### src/rtl/lenc_pkg.sv
package lenc_pkg;

  typedef enum logic [1:0] {
    SLOT_SPACE = 2'd0,
    SLOT_MARK  = 2'd1,
    SLOT_BAL   = 2'd2,
    SLOT_VIOL  = 2'd3
  } slot_kind_t;

  typedef struct packed {
    logic neg;
    logic zer;
    logic pos;
  } level_t;

  localparam level_t LEVEL_Z = '{neg: 1'b0, zer: 1'b1, pos: 1'b0};

  function automatic level_t mark_level(input logic positive);
    level_t l;
    l.neg = ~positive;
    l.zer = 1'b0;
    l.pos = positive;
    return l;
  endfunction

  function automatic level_t level_for(input slot_kind_t k, input logic last_pos);
    case (k)
      SLOT_SPACE: return LEVEL_Z;
      SLOT_VIOL:  return mark_level(last_pos);
      default:    return mark_level(~last_pos);
    endcase
  endfunction

  function automatic logic polarity_after(input slot_kind_t k, input logic last_pos);
    case (k)
      SLOT_MARK, SLOT_BAL: return ~last_pos;
      default:             return last_pos;
    endcase
  endfunction

  function automatic logic parity_after(input slot_kind_t k, input logic par_odd);
    case (k)
      SLOT_MARK: return ~par_odd;
      SLOT_VIOL: return 1'b0;
      default:   return par_odd;
    endcase
  endfunction

  function automatic logic signed [1:0] level_value(input level_t l);
    if (l.pos) return 2'sd1;
    if (l.neg) return -2'sd1;
    return 2'sd0;
  endfunction

endpackage

### src/rtl/lenc_delay.sv
module lenc_delay #(
  parameter int STAGES = 3
) (
  input  logic clk,
  input  logic rst,
  input  logic en,
  input  logic din,
  output logic oldest,
  output logic run_hit,
  output logic filled
);
  localparam int FW = $clog2(STAGES + 1);

  logic [STAGES-1:0] taps_q;
  logic [FW-1:0]     fill_q;

  always_ff @(posedge clk) begin
    if (rst) begin
      taps_q <= '0;
      fill_q <= '0;
    end else if (en) begin
      taps_q <= {taps_q[STAGES-2:0], din};
      if (fill_q != FW'(STAGES)) fill_q <= fill_q + 1'b1;
    end
  end

  assign oldest  = taps_q[STAGES-1];
  assign filled  = (fill_q == FW'(STAGES));
  assign run_hit = ~din & ~(|taps_q);

  // once the line holds real data it stays that way until reset
  assert_fill_sticky_R1: assert property (@(posedge clk) disable iff (rst)
    filled |=> filled);

endmodule

### src/rtl/lenc_seq.sv
module lenc_seq import lenc_pkg::*; #(
  parameter int RUN_LEN = 4
) (
  input  logic       clk,
  input  logic       rst,
  input  logic       en,
  input  logic       filled,
  input  logic       run_hit,
  input  logic       oldest,
  input  logic       par_odd,
  output slot_kind_t kind,
  output logic       sub_start
);
  localparam int CW = $clog2(RUN_LEN);

  logic [CW-1:0] left_q;

  always_comb begin
    kind      = SLOT_SPACE;
    sub_start = 1'b0;
    if (filled) begin
      if (left_q == '0) begin
        if (run_hit) begin
          sub_start = 1'b1;
          kind      = par_odd ? SLOT_SPACE : SLOT_BAL;
        end else begin
          kind = oldest ? SLOT_MARK : SLOT_SPACE;
        end
      end else if (left_q == CW'(1)) begin
        kind = SLOT_VIOL;
      end
    end
  end

  always_ff @(posedge clk) begin
    if (rst) begin
      left_q <= '0;
    end else if (en) begin
      if (left_q != '0)   left_q <= left_q - 1'b1;
      else if (sub_start) left_q <= CW'(RUN_LEN - 1);
    end
  end

  // a started substitution always ends in a violation slot
  assert_sub_ends_viol_R5: assert property (@(posedge clk) disable iff (rst)
    (en && left_q == CW'(1)) |-> (kind == SLOT_VIOL));

endmodule

### src/rtl/lenc_state.sv
module lenc_state import lenc_pkg::*; (
  input  logic       clk,
  input  logic       rst,
  input  logic       en,
  input  slot_kind_t kind,
  input  logic       slot_real,
  output logic       par_odd,
  output logic       last_pos,
  output level_t     sym,
  output logic       sym_real
);

  always_ff @(posedge clk) begin
    if (rst) begin
      par_odd  <= 1'b0;
      last_pos <= 1'b0;
      sym      <= LEVEL_Z;
      sym_real <= 1'b0;
    end else if (en) begin
      par_odd  <= parity_after(kind, par_odd);
      last_pos <= polarity_after(kind, last_pos);
      sym      <= level_for(kind, last_pos);
      sym_real <= slot_real;
    end
  end

  assert_prefill_zero_R1: assert property (@(posedge clk) disable iff (rst)
    !sym_real |-> (sym == LEVEL_Z));

  assert_onehot_R2: assert property (@(posedge clk) disable iff (rst)
    $countones(sym) == 1);

  assert_hold_R3: assert property (@(posedge clk) disable iff (rst)
    !en |=> ($stable(sym) && $stable(par_odd) && $stable(last_pos)));

  assert_parity_clear_R7: assert property (@(posedge clk) disable iff (rst)
    (en && kind == SLOT_VIOL) |=> !par_odd);

endmodule

### src/rtl/bipolar_zs_encoder.sv
module bipolar_zs_encoder import lenc_pkg::*; #(
  parameter int DELAY_STAGES = 3
) (
  input  logic clk,
  input  logic rst,
  input  logic bit_en,
  input  logic bit_in,
  output logic lvl_neg,
  output logic lvl_zero,
  output logic lvl_pos
);
  localparam int RUN_LEN = DELAY_STAGES + 1;

  logic       oldest, run_hit, filled;
  logic       par_odd, last_pos, sym_real, sub_start;
  slot_kind_t kind;
  level_t     sym;

  lenc_delay #(.STAGES(DELAY_STAGES)) delay_i (
    .clk(clk), .rst(rst), .en(bit_en), .din(bit_in),
    .oldest(oldest), .run_hit(run_hit), .filled(filled)
  );

  lenc_seq #(.RUN_LEN(RUN_LEN)) seq_i (
    .clk(clk), .rst(rst), .en(bit_en), .filled(filled),
    .run_hit(run_hit), .oldest(oldest), .par_odd(par_odd),
    .kind(kind), .sub_start(sub_start)
  );

  lenc_state state_i (
    .clk(clk), .rst(rst), .en(bit_en), .kind(kind), .slot_real(filled),
    .par_odd(par_odd), .last_pos(last_pos), .sym(sym), .sym_real(sym_real)
  );

  assign lvl_neg  = sym.neg;
  assign lvl_zero = sym.zer;
  assign lvl_pos  = sym.pos;

  // checkers that watch the outputs only
  logic              en_d;
  logic              chk_last_pos;
  logic signed [2:0] chk_sum;
  logic [3:0]        chk_zrun;

  always_ff @(posedge clk) begin
    if (rst) begin
      en_d         <= 1'b0;
      chk_last_pos <= 1'b0;
      chk_sum      <= -3'sd1;
      chk_zrun     <= '0;
    end else begin
      en_d <= bit_en;
      if (lvl_pos)      chk_last_pos <= 1'b1;
      else if (lvl_neg) chk_last_pos <= 1'b0;
      if (en_d) begin
        chk_sum <= chk_sum + {level_value(sym)[1], level_value(sym)};
        if (sym_real && lvl_zero) chk_zrun <= (chk_zrun == 4'd15) ? chk_zrun : chk_zrun + 1'b1;
        else                      chk_zrun <= '0;
      end
    end
  end

  assert_mark_alternates_R4: assert property (@(posedge clk) disable iff (rst)
    (bit_en && kind == SLOT_MARK) |=> (!lvl_zero && (lvl_pos != chk_last_pos)));

  assert_balance_pulse_R5: assert property (@(posedge clk) disable iff (rst)
    (bit_en && sub_start && !par_odd) |=> (!lvl_zero && (lvl_pos != chk_last_pos)));

  assert_viol_same_sign_R6: assert property (@(posedge clk) disable iff (rst)
    (bit_en && kind == SLOT_VIOL) |=> (!lvl_zero && (lvl_pos == chk_last_pos)));

  assert_sum_bounded_R8: assert property (@(posedge clk) disable iff (rst)
    (chk_sum >= -3'sd1) && (chk_sum <= 3'sd1));

  assert_zero_run_R9: assert property (@(posedge clk) disable iff (rst)
    chk_zrun <= 4'(RUN_LEN - 1));

endmodule

### config.mk
export PLATFORM = sky130hd
export DESIGN_NAME = bipolar_zs_encoder
export DESIGN_NICKNAME = d
export VERILOG_FILES = /design/src/rtl/lenc_pkg.sv /design/src/rtl/lenc_delay.sv /design/src/rtl/lenc_seq.sv /design/src/rtl/lenc_state.sv /design/src/rtl/bipolar_zs_encoder.sv
export SDC_FILE = /design/constraint.sdc
export NUM_CORES = 1
export LEC_CHECK = 0
export BUFFER_PORTS_ARGS = -buffer_cell sky130_fd_sc_hd__buf_2
export CAP_MARGIN = 20
export CORE_AREA = 8 8 45 47
export CTS_BUF_LIST = sky130_fd_sc_hd__clkbuf_4 sky130_fd_sc_hd__clkbuf_8
export DETAILED_ROUTE_END_ITERATION = 8
export DIE_AREA = 0 0 53 55
export SYNTH_ARGS = -nofsm -noshare
export SYNTH_HDL_FRONTEND = slang
export SYNTH_SLANG_ARGS = --single-unit
### constraint.sdc
create_clock -name clk -period 2.4 [get_ports clk]
set_clock_uncertainty 0.1 [all_clocks]
set_input_delay 0.24 -clock clk [delete_from_list [all_inputs] [get_ports clk]]
set_output_delay 0.24 -clock clk [all_outputs]
set_load 0.02 [all_outputs]
==> reports/qor.yml <==
clock_network:
  clkTransAtPathRegs_ps: 80
  clk_latency_ps: 270
  ctsResizeCount: 0
  cts_setup_buffers: 0
  cts_inserted_buffers: 3
  cts_hold_buf: 0
  clock-sinks: 12
  htreeDepth: 1
  cts_tree: "done"
  clock_path_buffers: 2
  cts.root.buffer_cell: "clkbuf_4"
die:
  design.core.area_mm2: 0.00138
  fp.dieArea_mm2: 0.00292
  initial_core_util_pct: 43.5
  die_h_um: 55
  pin_count: 7
  rows: 14
  die_x_um: 53
worst_setup_path:
  critPathMaxFanout: 4
  cp.arrival_ps: 2300
  worstSetupEndpointType: "flip-flop"
  crit_type: "flip-flop to flip-flop"
  path_buf_inv: 1
  cpMaxStageDelayCell: "dfxtp_1"
  crit_top_cell: "ha_1"
  critPathLaunchType: "flip-flop"
  cp_cell_sequence: "inv_1 > ha_1 > mux2i_1 > and2b_2 > ha_1 > mux2_2 > a211oi_1"
  critPathRequiredTime_ps: 2490
  reg2regPathDepth: 7
  cpPeakStageDelay_ps: 380
  cp_top_family: "adder cells"
  critical_path_depth: 7
yosys:
  yosys_warnings: 0
  synth_top_area_cell: "dfxtp_1"
  synth_common_cells: "12 x dfxtp_1, 8 x nor2_1, 5 x ha_1, 5 x mux2i_1"
  synth_edf_count: 0
  synth_top_family_by_area: "simple AND/OR/NAND/NOR gates"
  ys_async_sr_fraction_pct: 0
  avgSynthCellArea_um2: 9.55
  synthSimpleGateAreaFrac_pct: 18.5
  synthTopCellsByArea: "dfxtp_1 40%, ha_1 10%, mux2i_1 8.3%"
  yosys.area_share.xor_xnor_pct: 2.91
  ys_seq_area_share_pct: 39.9
  synth_flop_cell: "dfxtp_1"
  synthAdderAreaFrac_pct: 10.4
  netlist_instances: 63
  synth.most_common_cell: "dfxtp_1"
  syn_nets: 72
  synth_seq_cells: 12
  syn-cell-area_um2: 602
  synth_top_area_share_pct: 39.9
  synth.area.mux_share_pct: 10.2
  ys_types: 24
  synth-compound-area-share_pct: 14.8
sta:
  period_share_pct: 92.1
  finalSetupTns_ps: 0
  hold_viol: 0
  timing.slew.headroom_pct: 81.0
  period_needed_ps: 2210
  drv_slew: 0
  fmax_ghz: 0.452
  setup_viol: 0
  worst_slew_pin_slew_ps: 284
  rsz0062_at_grt: "no"
power:
  power_density_mw_per_mm2: 653
  vdd_drop_max_mv: 0.339
  finalPower_uw: 449
  cellLeakagePower_nw: 0.296
routing:
  via_count: 445
  drc: 0
  drtAntennaViolNets: 0
  firstDrtPassIters: 3
  avgViaCountPerCell: 5.06
  wl_per_cell_um: 11.7
  drt_iter0_drc: 7
  wirelength_um: 1030
hold_path:
  worstHoldPathCells: 3
  hold_path.class: "primary input to flip-flop"
outcome:
  status: "completed"
finish:
  drive_gt1_share_pct: 23.6
  multi_input_area_um2: 342
  fillCellCount: 142
  area_growth_pct: 14.1
  design_area_um2: 687
  diodes: 0
  ff_latch_area_um2: 240
  fin_nets: 82
flow_run:
  maxCapViolCount: 0
global_routing:
  grt_use_met3_pct: 1.87
  antenna_found_initial: 0
  track_usage_pct: 7.68
  busiest_layer: "met2"
  grt_util_met2_pct: 12.7
  first_global_vias: 429
  met1_usage_pct: 8.13
  grt_pass1_wl_um: 1680
  grt_max_degree: 16
  grt_overflow_total: 0
placed_design:
  gp_congestion: 0.658
  place_area_um2: 651
  dp_hpwl_um: 761
  port-buffer-count: 6
## per-stage QoR
| stage | std cells | utilization (%) | hold WS (ps) | setup slack [ps] |
|---|---|---|---|---|
| 2_1_floorplan | 63 | - | 239 | 338 |
| 3_3_place_gp | 84 | 47.0 | 372 | 241 |
| 3_5_place_dp | 84 | 47.0 | 374 | 208 |
| 4_1_cts | 88 | 49.6 | 115 | 188 |
| 5_1_grt | 88 | 49.6 | 116 | 52.4 |
| 6_report | 88 | 49.6 | 123 | 189 |
## worst min-delay path: stages
cell and delay, ps:
buf_2 90, mux2i_1 60, nor2_1 70
## sequential cells by signal, summed over array words and instances, names as in the netlist
name              count
delay_i.taps_q        3
state_i.sym           3
delay_i.fill_q        2
seq_i.left_q          2
state_i.last_pos      1
state_i.par_odd       1
## layer usage
| metal | wire, um | vias up | part of all wire, % |
|---|---|---|---|
| li1 | - | 238 | - |
| met1 | 518 | 199 | 50 |
| met2 | 462 | 6 | 45 |
| met3 | 33 | 2 | 3.2 |
| met4 | 12 | 0 | 1.2 |
| met5 | 0 | - | 0 |
## path summary, 6_finish.rpt
path	startpoint	to	slack, ps
max	seq_i.left_q[0]	state_i.sym[0]	190
min	bit_in	delay_i.taps_q[0]	120
max reg2reg	seq_i.left_q[0]	state_i.sym[0]	190
min reg2reg	state_i.par_odd	state_i.par_odd	380
## placed cells by master, fill, tap and decap left out, drive strengths merged, types with 2 or more instances in the layout
cell / Yosys / final
a211oi: 3 / 3
a21oi: 3 / 3
and2b: 3 / 3
buf: 1 / 7
clkbuf: 1 / 4
dfxtp: 12 / 12
ha: 5 / 5
inv: 3 / 3
mux2i: 5 / 5
nand2: 3 / 3
nor2: 8 / 8
nor2b: 2 / 2
o21a: 2 / 2
o21ai: 2 / 2
## power breakdown
group	internal, mW	switching, mW	leakage, nW
combinational	0.0349	0.0356	0.177
sequential	0.212	0.00843	0.0981
clock	0.0921	0.0662	0.0210
## cell type report
cell class                      instances  area share, %
Sequential cell                        12           35.0
Timing Repair Buffer                    7           5.46
Inverter                                3           1.64
Clock buffer                            4           5.28
Tap cell                               16           2.91
Multi-Input combinational cell         46           49.7
## logic make-up after synthesis
kind of cell / count (synthesis)
multiplexers: 6
adder cells (fa/ha/maj): 5
flip-flops: 12
XOR/XNOR: 2
AND/OR/NAND/NOR: 20
buffers and inverters: 5
AO/OA/AOI/OAI: 13
No activity file was read; power rests on OpenSTA's default activity.
